<file path="src/rtl/hazard_pkg.sv">
package hazard_pkg;
  localparam int unsigned INSTR_W = 32;
  localparam int unsigned REG_AW  = 5;
  localparam int unsigned OP_W    = 6;

  localparam logic [OP_W-1:0] OP_RFMT  = 6'h00;
  localparam logic [OP_W-1:0] OP_LOAD  = 6'h23;
  localparam logic [OP_W-1:0] OP_STORE = 6'h2B;
  localparam logic [OP_W-1:0] OP_ORI   = 6'h0D;

  typedef enum logic [1:0] {
    SEL_RF = 2'd0,
    SEL_EM = 2'd1,
    SEL_WB = 2'd2
  } opnd_sel_e;

  typedef struct packed {
    logic reg_we;
    logic mem_rd;
    logic mem_wr;
  } ctrl_t;

  typedef struct packed {
    ctrl_t             ctrl;
    logic [REG_AW-1:0] src1;
    logic [REG_AW-1:0] src2;
    logic [REG_AW-1:0] dst;
  } slot_t;

  typedef struct packed {
    logic              we;
    logic              ld;
    logic [REG_AW-1:0] dst;
  } wr_t;
endpackage

</file>
<file path="src/rtl/hazard_decode.sv">
module hazard_decode
  import hazard_pkg::*;
(
  input  logic [INSTR_W-1:0] instr_i,
  input  logic               valid_i,
  output slot_t              slot_o
);
  logic [OP_W-1:0] op;
  logic            dst_rd;
  ctrl_t           ctrl;

  assign op = instr_i[31:26];

  always_comb begin
    ctrl   = '0;
    dst_rd = 1'b0;
    unique case (op)
      OP_RFMT:  begin ctrl.reg_we = 1'b1; dst_rd = 1'b1; end
      OP_LOAD:  begin ctrl.reg_we = 1'b1; ctrl.mem_rd = 1'b1; end
      OP_ORI:   ctrl.reg_we = 1'b1;
      OP_STORE: ctrl.mem_wr = 1'b1;
      default:  ctrl = '0;
    endcase
    if (!valid_i) ctrl = '0;
  end

  assign slot_o.ctrl = ctrl;
  assign slot_o.src1 = instr_i[25:21];
  assign slot_o.src2 = instr_i[20:16];
  assign slot_o.dst  = dst_rd ? instr_i[15:11] : instr_i[20:16];
endmodule

</file>
<file path="src/rtl/hazard_fwd.sv">
module hazard_fwd
  import hazard_pkg::*;
#(
  parameter int unsigned N_OPND = 2
) (
  input  logic [N_OPND-1:0][REG_AW-1:0] src_i,
  input  wr_t                           em_i,
  input  wr_t                           mw_i,
  output logic [N_OPND-1:0][1:0]        sel_o
);
  logic em_live, mw_live;

  // register 0 is hard-wired, never a bypass source
  assign em_live = em_i.we && (em_i.dst != '0);
  assign mw_live = mw_i.we && (mw_i.dst != '0);

  for (genvar k = 0; k < N_OPND; k++) begin : g_opnd
    logic hit_em, hit_mw;
    assign hit_em = em_live && (em_i.dst == src_i[k]);
    assign hit_mw = mw_live && (mw_i.dst == src_i[k]);
    always_comb begin
      if (hit_em)      sel_o[k] = SEL_EM;
      else if (hit_mw) sel_o[k] = SEL_WB;
      else             sel_o[k] = SEL_RF;
    end
  end
endmodule

</file>
<file path="src/rtl/hazard_stall.sv">
module hazard_stall
  import hazard_pkg::*;
(
  input  slot_t id_i,
  input  logic  id_valid_i,
  input  slot_t ex_i,
  output logic  stall_o
);
  logic ex_is_load;
  logic src_hit;

  assign ex_is_load = ex_i.ctrl.mem_rd && ex_i.ctrl.reg_we;
  assign src_hit    = (ex_i.dst == id_i.src1) || (ex_i.dst == id_i.src2);
  assign stall_o    = id_valid_i && ex_is_load && src_hit;
endmodule

</file>
<file path="src/rtl/hazard_pipe.sv">
module hazard_pipe
  import hazard_pkg::*;
#(
  parameter int unsigned PC_W    = 32,
  parameter int unsigned PC_STEP = 4
) (
  input  logic               clk_i,
  input  logic               rst_ni,
  input  logic [31:0]        fetch_instr_i,
  output logic [PC_W-1:0]    pc_o,
  output logic               pc_we_o,
  output logic               ifid_we_o,
  output logic               idex_bubble_o,
  output logic [1:0]         fwd_a_o,
  output logic [1:0]         fwd_b_o,
  output logic               stall_o,
  output logic               ex_live_o
);
  localparam int unsigned N_OPND = 2;
  localparam logic [PC_W-1:0] PC_INC = PC_W'(PC_STEP);

  logic [PC_W-1:0]    pc_q;
  logic [INSTR_W-1:0] ifid_instr_q;
  logic               ifid_valid_q;
  slot_t              id_slot;
  slot_t              idex_q;
  wr_t                exmem_q;
  wr_t                memwb_q;
  logic               stall;
  logic [N_OPND-1:0][REG_AW-1:0] ex_src;
  logic [N_OPND-1:0][1:0]        ex_sel;

  hazard_decode u_decode (
    .instr_i (ifid_instr_q),
    .valid_i (ifid_valid_q),
    .slot_o  (id_slot)
  );

  hazard_stall u_stall (
    .id_i       (id_slot),
    .id_valid_i (ifid_valid_q),
    .ex_i       (idex_q),
    .stall_o    (stall)
  );

  assign ex_src[0] = idex_q.src1;
  assign ex_src[1] = idex_q.src2;

  hazard_fwd #(.N_OPND(N_OPND)) u_fwd (
    .src_i (ex_src),
    .em_i  (exmem_q),
    .mw_i  (memwb_q),
    .sel_o (ex_sel)
  );

  always_ff @(posedge clk_i or negedge rst_ni) begin
    if (!rst_ni)     pc_q <= '0;
    else if (!stall) pc_q <= pc_q + PC_INC;
  end

  always_ff @(posedge clk_i or negedge rst_ni) begin
    if (!rst_ni) begin
      ifid_instr_q <= '0;
      ifid_valid_q <= 1'b0;
    end else if (!stall) begin
      ifid_instr_q <= fetch_instr_i;
      ifid_valid_q <= 1'b1;
    end
  end

  // bubble clears the whole slot so a stale source cannot forward
  always_ff @(posedge clk_i or negedge rst_ni) begin
    if (!rst_ni)    idex_q <= '0;
    else if (stall) idex_q <= '0;
    else            idex_q <= id_slot;
  end

  always_ff @(posedge clk_i or negedge rst_ni) begin
    if (!rst_ni) begin
      exmem_q <= '0;
      memwb_q <= '0;
    end else begin
      exmem_q.we  <= idex_q.ctrl.reg_we;
      exmem_q.ld  <= idex_q.ctrl.mem_rd;
      exmem_q.dst <= idex_q.dst;
      memwb_q     <= exmem_q;
    end
  end

  assign pc_o          = pc_q;
  assign pc_we_o       = !stall;
  assign ifid_we_o     = !stall;
  assign idex_bubble_o = stall;
  assign stall_o       = stall;
  assign fwd_a_o       = ex_sel[0];
  assign fwd_b_o       = ex_sel[1];
  assign ex_live_o     = |idex_q.ctrl;
endmodule

</file>
<file path="config.mk">
export PLATFORM = sky130hd
export DESIGN_NAME = hazard_pipe
export DESIGN_NICKNAME = d
export VERILOG_FILES = /design/src/rtl/hazard_pkg.sv /design/src/rtl/hazard_decode.sv /design/src/rtl/hazard_fwd.sv /design/src/rtl/hazard_stall.sv /design/src/rtl/hazard_pipe.sv
export SDC_FILE = /design/constraint.sdc
export NUM_CORES = 1
export LEC_CHECK = 0
export CELL_PAD_IN_SITES_DETAIL_PLACEMENT = 1
export CELL_PAD_IN_SITES_GLOBAL_PLACEMENT = 2
export CORE_MARGIN = 2
export CORE_UTILIZATION = 29
export CTS_CLUSTER_DIAMETER = 80
export DETAILED_ROUTE_END_ITERATION = 10
export PLACE_DENSITY_LB_ADDON = 0.1
export REMOVE_ABC_BUFFERS = 1
export SLEW_MARGIN = 20
export SYNTH_ARGS = -nofsm -noshare
export SYNTH_HDL_FRONTEND = slang
export SYNTH_SLANG_ARGS = --single-unit
export TNS_END_PERCENT = 20
</file>
<file path="constraint.sdc">
create_clock -name clk_i -period 1.8 [get_ports clk_i]
set_input_delay 0.36 -clock clk_i [delete_from_list [all_inputs] [get_ports clk_i]]
set_output_delay 0.36 -clock clk_i [all_outputs]
set_load 0.03 [all_outputs]
</file>
Yosys cells after proc, flatten, opt, wreduce, memory -nomap -nowiden
Cells that the tools add are included.
{"block": "totals", "mem_bits_rw": 0, "output_inout_bits": 41, "mem_count": 0, "inputBits": 34, "mem_bits_ro": 0, "ff_bits": 95, "latch_bits": 0}
{"block": "op_classes", "n_mul": 0, "div": 0, "shift": 0, "mux": 11, "magnitude_cmp": 0, "reduce_logical": 16, "n_eq_ne": 9, "bitwise_logic": 0, "add_sub_neg": 1}
{"cell": "32-bit by 3-bit adder with 32-bit output (second input constant)", "count": 1}
{"cell": "5-bit == test", "count": 6}
{"cell": "18-bit two-way mux", "count": 1}
{"cell": "6-bit == test (second input constant)", "count": 2}
{"cell": "5-bit nonzero test", "count": 2}
{"cell": "1-bit logical AND", "count": 9}
{"cell": "2-bit two-way mux", "count": 4}
{"cell": "6-bit by 4-bit == test with 1-bit output (second input constant)", "count": 1}
{"cell": "6-bit zero test", "count": 1}
{"cell": "3-bit OR reduction", "count": 2}
{"cell": "5-bit two-way mux", "count": 1}
{"cell": "1-bit two-way mux", "count": 4}
{"cell": "3-bit two-way mux", "count": 1}
{"cell": "1-bit zero test", "count": 1}
{"cell": "1-bit logical OR", "count": 1}

Depth between registers and ports, before layout
Gate-level depths: netlist of run 1.
{"block": "logic_depth", "depth_word": 5, "mapped_depth": 9}

Modules after synthesis
Synthesis of run 1 repeated with hierarchy kept, for this count alone.
{"block": "hier_totals", "hier_cells": 320, "hier_area_um2": 4164.0}
{"mod": "hazard_pipe", "cells_each": 241, "n_inst": 1, "area_each_um2": 3560.9}
{"mod": "hazard_fwd", "cells_each": 36, "n_inst": 1, "area_each_um2": 272.8}
{"mod": "hazard_decode", "cells_each": 28, "n_inst": 1, "area_each_um2": 211.5}
{"mod": "hazard_stall", "cells_each": 15, "n_inst": 1, "area_each_um2": 118.9}

Least setup slack after synthesis of run 1
No wires, ideal clock.
{"block": "synth_path", "path_type": "reg2out", "startpoint": "register exmem_q[0] in the netlist's numbering", "endpoint": "output fwd_a_o[1]", "arrival_time_ns": 2.201, "n_path_buf": 0, "slack_ns": -0.761, "required_time_ns": 1.440, "stages_incl_launch_ff": 5, "path_cell_list": "dfrtp_1 -> or4_1 -> o21ai_0 -> nor4_1 -> nor4_1"}
{"block": "synth_between", "elab_chain_cells": 4, "word_cells_on_any_way": 5}
{"element": "start, declared", "line": "hazard_pipe.sv:27", "source": "wr_t exmem_q;"}
{"element": "5-bit nonzero test", "line": "hazard_fwd.sv:14", "source": "assign em_live = em_i.we && (em_i.dst != '0);"}
{"element": "1-bit logical AND", "line": "hazard_fwd.sv:14"}
{"element": "1-bit logical AND *", "line": "hazard_fwd.sv:19", "source": "assign hit_em = em_live && (em_i.dst == src_i[k]);"}
{"element": "named net u_fwd.g_opnd[0].hit_em", "line": "hazard_fwd.sv:18", "source": "logic hit_em, hit_mw;"}
{"element": "2-bit two-way mux *", "line": "hazard_fwd.sv:22", "source": "if (hit_em) sel_o[k] = SEL_EM;"}
{"element": "end, declared", "line": "hazard_pipe.sv:14", "source": "output logic [1:0] fwd_a_o,"}
Mark *: on every way through the listed nets, which the timed path passes. The rest lies on a longest branch.

Worst setup path in the final report of run 1
{"block": "layout_path", "startpoint": "register idex_q (netlist bit ex_src[4])", "endpoint": "output fwd_a_o[1]"}
{"block": "layout_between", "elab_chain_cells": 4, "word_cells_on_any_way": 6}
{"element": "start, declared", "line": "hazard_pipe.sv:26", "source": "slot_t idex_q;"}
{"element": "start signal, assigned", "line": "hazard_pipe.sv:75", "source": "else idex_q <= id_slot;"}
{"element": "5-bit == test", "line": "hazard_fwd.sv:20", "source": "assign hit_mw = mw_live && (mw_i.dst == src_i[k]);"}
{"element": "1-bit logical AND", "line": "hazard_fwd.sv:20"}
{"element": "2-bit two-way mux", "line": "hazard_fwd.sv:23", "source": "else if (hit_mw) sel_o[k] = SEL_WB;"}
{"element": "2-bit two-way mux *", "line": "hazard_fwd.sv:22"}
Every way passes the cells marked *; elsewhere a longest branch is shown, timed or not.

==> results of run 1 <==
-- final cells by class --
type	count	area [µm²]	share of cell area, %
well taps	172	215	3.87
inverters	6	27.5	0.494
flip-flops and latches	82	2060	36.9
clock buffers	11	253	4.54
multi-input cells	238	1720	31.0
clock inverters	5	52.6	0.944
repair buffers	133	1240	22.3
-- stage by stage --
step | cells | power [W]
6_report | 647 | 0.00447
5_1_grt | 647 | 0.00470
4_1_cts | 643 | 0.00453
3_5_place_dp | 616 | 0.00262
3_3_place_gp | 616 | 0.00261
2_1_floorplan | 326 | 0.00228
-- synthesized netlist by cell type --
master | count | area share [%]
dfrtp_1 | 82 | 56
nand2_1 | 75 | 7.6
xor2_1 | 30 | 7.1
xnor2_1 | 29 | 6.9
nand4_1 | 14 | 2.4
nand3_1 | 13 | 1.8
nor4_1 | 13 | 2.2
and2_1 | 10 | 1.7
nor2_1 | 8 | 0.81
buf_4 | 7 | 1.4
nor4_2 | 7 | 2.4
nor3_1 | 6 | 0.81
clkbuf_1 | 5 | 0.51
mux2i_1 | 5 | 1.4
or4_1 | 5 | 1.0
inv_1 | 4 | 0.41
o21ai_0 | 4 | 0.54
buf_2 | 3 | 0.41
and3_1 | 2 | 0.34
and4_1 | 2 | 0.47
buf_6 | 2 | 0.61
conb_1 | 2 | 0.20
or3_1 | 2 | 0.34
and3_4 | 1 | 0.31
and4bb_2 | 1 | 0.34
clkinv_1 | 1 | 0.10
ha_1 | 1 | 0.34
inv_4 | 1 | 0.17
nand3_2 | 1 | 0.27
nand3b_1 | 1 | 0.20
nor3_2 | 1 | 0.27
nor3_4 | 1 | 0.44
o21a_1 | 1 | 0.20
o22a_1 | 1 | 0.24
or2_0 | 1 | 0.17
-- placed cells by master, fill, tap and decap left out, types with 12 or more instances in the layout --
cell type,count
dlygate4sd2_1,25
nand3_1,12
buf_6,13
nand2_1,75
xor2_1,30
buf_4,61
dfrtp_1,79
nand4_1,14
xnor2_1,23
clkdlybuf4s50_1,22
-- sequential cells by signal, indices dropped and copies added (netlist names) --
register and count:
ifid_instr_q 21, ifid_valid_q 1, pc_o 30, memwb_q 6
ex_src 10, idex_q 8, exmem_q 6
-- kinds of logic after synthesis --
family	share of synthesized area [%]
AND/OR/NAND/NOR	23.8
flip-flops	55.6
XOR/XNOR	14.0
buffers and inverters	3.63
AO/OA/AOI/OAI	0.984
multiplexers	1.36
other	0.204
adder cells (fa/ha/maj)	0.339
-- metal layers --
metal  up-vias  share of wire, %
li1       1399                 -
met5         -                 0
met2        40                48
met4         0               1.1
met3        10               3.1
met1      1401                48
-- worst max-delay path: stages (launching register included) --
cell,delay [ns]
dfrtp_1,0.39
buf_6,0.12
xor2_1,0.14
or4_1,0.51
nor4_1,0.29
buf_4,0.21
-- report_power, final --
| group | leakage, nW | switching, W | total, W | internal (W) |
|---|---|---|---|---|
| Combinational | 1.46 | 0.000298 | 0.000577 | 0.000279 |
| Clock | 0.151 | 0.000725 | 0.00187 | 0.00114 |
| Sequential | 1.02 | 0.0000870 | 0.00203 | 0.00194 |
| Total | 2.63 | 0.00111 | 0.00447 | 0.00336 |
-- path summary, 6_finish.rpt --
kind / from / cells after the start / end
max: ex_src[4] / 5 / fwd_a_o[1]
min: rst_ni / 1 / pc_o[12]
max reg2reg: idex_q[0] / 8 / pc_o[20]
min reg2reg: idex_q[17] / 0 / exmem_q[6]
max in group asynchronous: rst_ni / 2 / idex_q[0]
min in group clk_i: idex_q[17] / 0 / exmem_q[6]
-- repair_timing --
action,CTS,global route
buffers inserted,11,6
pin swaps,9,17
endpoints found under the hold margin,0,0
setup endpoints to repair,34,55
cloned,0,1
resized for setup,62,42
==> summary.md, run 1 <==
| Metric | Value |
|---|---|
| Final #Nets | 505 |
| Sequential area share after synthesis | 55.6% |
| DRT iter0 DRCs | 65 |
| TNS Setup | -2.62 ns |
| Yosys warns | 0 |
| CTS Buffer Depth | 2 |
| Max cap viols | 0 |
| RSZ-0062 raised after global routing | true |
| Drt first pass iters | 4 |
| PD cells | 803 nW/µm² |
| Outcome | finished, violations left |
| Routed Antenna Nets | 0 |
| Dpl cell area | 4880 µm² |
| Row Count | 41 |
| Final Hold Fails | 1 |
| Filler instances | 1,386 |
| Synth Cell Area | 3690 µm² |
| Vias in the first global route | 3,080 |
| Detail-routed via count per cell | 4.40 |
| Drt wl/cell | 14.8 µm |
| Avg Inst Size Synth | 10.8 µm² |
| Global route hottest layer | met2 |
| Leak Pwr | 2.63 nW |
| Failing checks | negative hold slack, negative setup slack |
| Clock root buffer | clkbuf_16 |
| CTS clock-pin slew for the worst setup and hold paths | 0.06 ns |
| CP startpoint kind | flip-flop |
| # hold bufs at CTS | 0 |
| Fmax | 425 MHz |
| GR Layer Usage met3 | 3.66% |
| Fin worst setup slack | -0.554 ns |
| Hold_ws | -0.000635 ns |
| Die footprint | 13,600 µm² |
| Total core area | 12,500 µm² |
| Initial Utilization | 29.5% |
| Setup violators final | 12 |
| Grt met1 use | 21.1% |
| Hold crit path type | input port to asynchronous set/reset pin |
| CP required | 1.44 ns |
| Diodes inserted | 0 |
| Final WL | 9590 µm |
| # clock sinks | 82 |
| VDD IR max | 0.000323 V |
| Relative slew slack | 62.9% |
| Crit Path Class | flip-flop to output port |
| Initial antenna violation count | 0 |
| Slew @ Worst Pin | 0.557 ns |
| Final Slew Violations | 0 |
| CP Data Arrival Time | 1.99 ns |
| Residual DRC | 0 |
| Final core occ | 44.5% |
| Routed vias | 2,850 |
| GR Util met2 | 24.3% |
| Critical Path Sink Type | output port |
| Min Tclk post-route | 2.35 ns |
| Max H-tree Level | 3 |
| GRT Overall Usage | 15.4% |
| Ports | 75 |
| Layout cell share with drive strength beyond 1 | 28.8% |
| Worst R2R Setup Slack | -0.05 ns |
| Final instance area | 5570 µm² |
| Maximum number of pins on one net before global-route repair | 36 |
| Die Span Y | 117 µm |
| Setup slack at placement | -0.443 ns |
| RePlAce Congestion | 0.760 |
| Cell variety after synth | 35 |
| IO Port Bufs | 61 |
| Mapped Cells | 342 |
| Yosys reg bits | 82 |
| CP Max Fanout | 2 |
| Total gr overflow | 0 |
| Worst skew pair latency | 0.34 ns |
| Synth-to-Final Area Change | 50.9% |
| CTS tree | done |
| Clock buffer count from CTS | 9 |
| First-pass GRT wire length | 16,000 µm |
| DP HPWL | 6800 µm |
| Final Skew | 0.00750 ns |
| Chip Width | 117 µm |
| Period utilization | 131% |
No activity file was read; power rests on OpenSTA's default activity.
==> run 2: changes to the inputs <==
--- a/config.mk
+++ b/config.mk
@@ -11,7 +11,7 @@
 export CORE_UTILIZATION = 29
 export CTS_CLUSTER_DIAMETER = 80
 export DETAILED_ROUTE_END_ITERATION = 10
-export PLACE_DENSITY_LB_ADDON = 0.1
+export PLACE_DENSITY = 0.8
 export REMOVE_ABC_BUFFERS = 1
 export SLEW_MARGIN = 20
 export SYNTH_ARGS = -nofsm -noshare
==> run 2 against run 1 <==
Net effect:
- the flow finishes with violations (negative setup slack)
- critical path depth increased by 1
- power is 3.2% lower
- maximum frequency is 0.45% lower
- wire length increased by 7.4%
- critical path type unchanged
- critical endpoint is now fwd_b_o[1]
- highest routed layer unchanged
==> summary.md, run 2 (synthesis gave the netlist of run 1 again) <==
| Metric | Value |
|---|---|
| Drt first pass iters | 4 (unchanged) |
| Final Hold Fails | 0 (-1) |
| Max cap viols | 0 (unchanged) |
| Min Tclk post-route | 2.36 ns (+0.0106 ns) |
| Final Slew Violations | 0 (unchanged) |
| Worst path most repeated cell | buf_4 |
| Diodes inserted | 0 (unchanged) |
| CP Max Fanout | 4 (+2) |
| Sequential Power Share | 47.0% (+1.7 points) |
| Initial antenna violation count | 0 (unchanged) |
| CP required | 1.44 ns (about the same) |
| Row Count | 41 (unchanged) |
| Routed vias | 2,926 (+2.7%) |
| Layout cell share with drive strength beyond 1 | 28.3% (-0.57 points) |
| Slew @ Worst Pin | 0.663 ns (+0.106 ns) |
| Pint | 0.00320 W (-4.7%) |
| Psw | 0.00112 W (+1.3%) |
| Vias in the first global route | 3,168 (+2.9%) |
| Worst reg-to-reg path cell count | 8 (unchanged) |
| Failing checks | negative setup slack |
| TNS Setup | -2.74 ns (-0.119 ns) |
| Relative slew slack | 55.8% (-7.0 points) |
| Setup violators final | 10 (-2) |
| Critical-path top delay cell | or4_4 |
| Drt wl/cell | 15.9 µm (+7.5%) |
| Critical hold path startpoint | idex_q[0] |
| Crit Path Class | flip-flop to output port |
| Worst hold stages | 0 |
| Ports | 75 (unchanged) |
| Hold endpoint | exmem_q[0] |
| Clock Power Share | 39.7% (-2.1 points) |
| Commonest non-fill, non-tap cells in the layout | dfrtp_1 (81), nand2_1 (75), buf_4 (61) |
| Outcome | finished, violations left |
| Reg-to-reg endpoint | pc_o[19] |
| Max H-tree Level | 3 (unchanged) |
| Die Span Y | 117 µm (unchanged) |
| CTS tree | done |
| Total core area | 12,500 µm² (unchanged) |
| Maximum number of pins on one net before global-route repair | 36 (unchanged) |
| Residual DRC | 0 (unchanged) |
| Most common cell after layout, fill and taps aside | dfrtp_1 |
| Clock root buffer | clkbuf_16 |
| CP startpoint kind | flip-flop |
| Fmax | 423 MHz (-0.45%) |
| Crit-path max cell delay | 0.54 ns (+0.03 ns) |
| Logic pwr share | 13.3% (+0.4 points) |
| Net Sw Frac | 26.0% (+1.1 points) |
| DP HPWL | 6770 µm (-0.44%) |
| CTS clock-pin slew for the worst setup and hold paths | 0.06 ns (about the same) |
| Chip Width | 117 µm (unchanged) |
| Total gr overflow | 0 (unchanged) |
| Footprint of the multi-input gates | 1780 µm² (+3.0%) |
| Period utilization | 131% (+0.59 points) |
| Worst R2R Setup Slack | -0.05 ns (about the same) |
| RSZ-0062 raised after global routing | true |
| Critical-path cell list | or4_4 -> o21ai_4 -> buf_4 -> nor4_4 -> nor4_2 -> buf_4 |
| GRT Overall Usage | 15.3% (-0.085 points) |
| CTS Buffer Depth | 2 (unchanged) |
| Hold_ws | 0.441 ns (+0.442 ns) |
| Clock buffer count from CTS | 9 (unchanged) |
| PD cells | 780 nW/µm² (-2.9%) |
| CP Data Arrival Time | 2.00 ns (about the same) |
| Fin worst setup slack | -0.565 ns (-0.0106 ns) |
| First-pass GRT wire length | 15,900 µm (-0.56%) |
| DRT iter0 DRCs | 102 (+57%) |
| IO Port Bufs | 61 (unchanged) |
| Leak Pwr | 2.56 nW (-2.6%) |
| Die footprint | 13,600 µm² (unchanged) |
| Routed Antenna Nets | 0 (unchanged) |
| Register Area | 2050 µm² (-0.12%) |
| Hold crit path type | flip-flop to flip-flop |
| Synth-to-Final Area Change | 50.5% |
| RePlAce Congestion | 0.768 (+1.1%) |
| Final Skew | 0.00502 ns (-0.00248 ns) |
| Largest register FFs | 30 (unchanged) |
| Final #Nets | 505 (unchanged) |
| Filler instances | 1,410 (+1.7%) |
| Worst reg2reg path startpoint | idex_q[1] |
| Detail-routed via count per cell | 4.53 (+2.8%) |
| Worst skew pair latency | 0.34 ns (about the same) |
| Initial Utilization | 29.5% (unchanged) |
| VDD IR max | 0.000471 V (+46%) |
| # clock sinks | 82 (unchanged) |
| Critical Path Sink Type | output port |
| Final WL | 10,300 µm (+7.4%) |
[run 2: cell types whose count changed in the layout (fill, tap and decap cells not counted), sizes merged]
cell           change
clkdlybuf4s50      +1
clkbuf             +1
bufinv             -1
buf                -2
dlygate4sd2        +1
inv                +1
clkinvlp           -1
dlymetal6s2s       -2
dlygate4sd3        +1
clkinv             -1
clkdlybuf4s15      +1
[run 2: power by group through the flow]
| stage | clock (W) | sequential (W) | combinational, W |
|---|---|---|---|
| floorplan | 0 | 0.00214 | 0.000139 |
| global route | 0.00184 | 0.00205 | 0.000625 |
| detailed placement | 0 | 0.00206 | 0.000549 |
| global placement | 0 | 0.00205 | 0.000538 |
| CTS | 0.00177 | 0.00202 | 0.000556 |
| finish | 0.00172 | 0.00203 | 0.000578 |
[run 2: cell type report]
| type | instances | area share, % |
|---|---|---|
| clock buffers | 12 | 4.62 |
| clock inverters | 3 | 0.271 |
| inverters | 6 | 0.451 |
| multi-input cells | 238 | 32.0 |
| flip-flops and latches | 82 | 37.0 |
| well taps | 172 | 3.88 |
| repair buffers | 133 | 21.8 |
[run 2: critical path: cells and delay by family (launching register included)]
kind                   cells  cell delay (ns)
buffers and inverters      2             0.35
AND/OR/NAND/NOR            3             0.75
flip-flops                 1             0.41
AO/OA/AOI/OAI              1             0.16
[run 2: how the worst max path moves through the flow]
stage,end,slack [ns],cells past startpoint,startpoint
finish,fwd_b_o[1],-0.56,6,exmem_q[0]
global route,fwd_a_o[1],-0.66,5,exmem_q[0]
detailed placement,fwd_a_o[0],-0.48,4,exmem_q[0]
CTS,fwd_b_o[1],-0.58,5,ex_src[8]
floorplan,pc_o[16],-1.20,6,idex_q[2]
global placement,fwd_b_o[0],-0.41,4,exmem_q[0]
[run 2: metal layers]
metal	GRT usage, %	vias up	routed length [µm]	share of wire, %
met4	5.49	0	195	1.9
li1	-	1393	-	-
met1	19.2	1471	4510	44
met5	0	-	0	0
met3	4.17	15	340	3.3
met2	25.6	47	5250	51
[run 2: repair_timing]
action / in CTS / in global routing
hold buffers: 1 / 0
setup endpoints to repair: 41 / 62
hold endpoints to repair: 32 / 0
resized for setup: 72 / 32
gates cloned: 0 / 1
buffers inserted: 12 / 7
pin swaps: 14 / 27
[run 2: per-stage QoR]
| step | cell area, µm² | utilization, % | std cells | setup WS [ns] | power, W |
|---|---|---|---|---|---|
| finish | 5550 | 44.3 | 646 | -0.565 | 0.00433 |
| floorplan | 3580 | - | 326 | -1.20 | 0.00228 |
| CTS | 5290 | 42.3 | 638 | -0.584 | 0.00435 |
| detailed placement | 4800 | 38.3 | 610 | -0.476 | 0.00261 |
| global route | 5550 | 44.3 | 646 | -0.663 | 0.00451 |
| global placement | 4800 | 38.3 | 610 | -0.410 | 0.00259 |
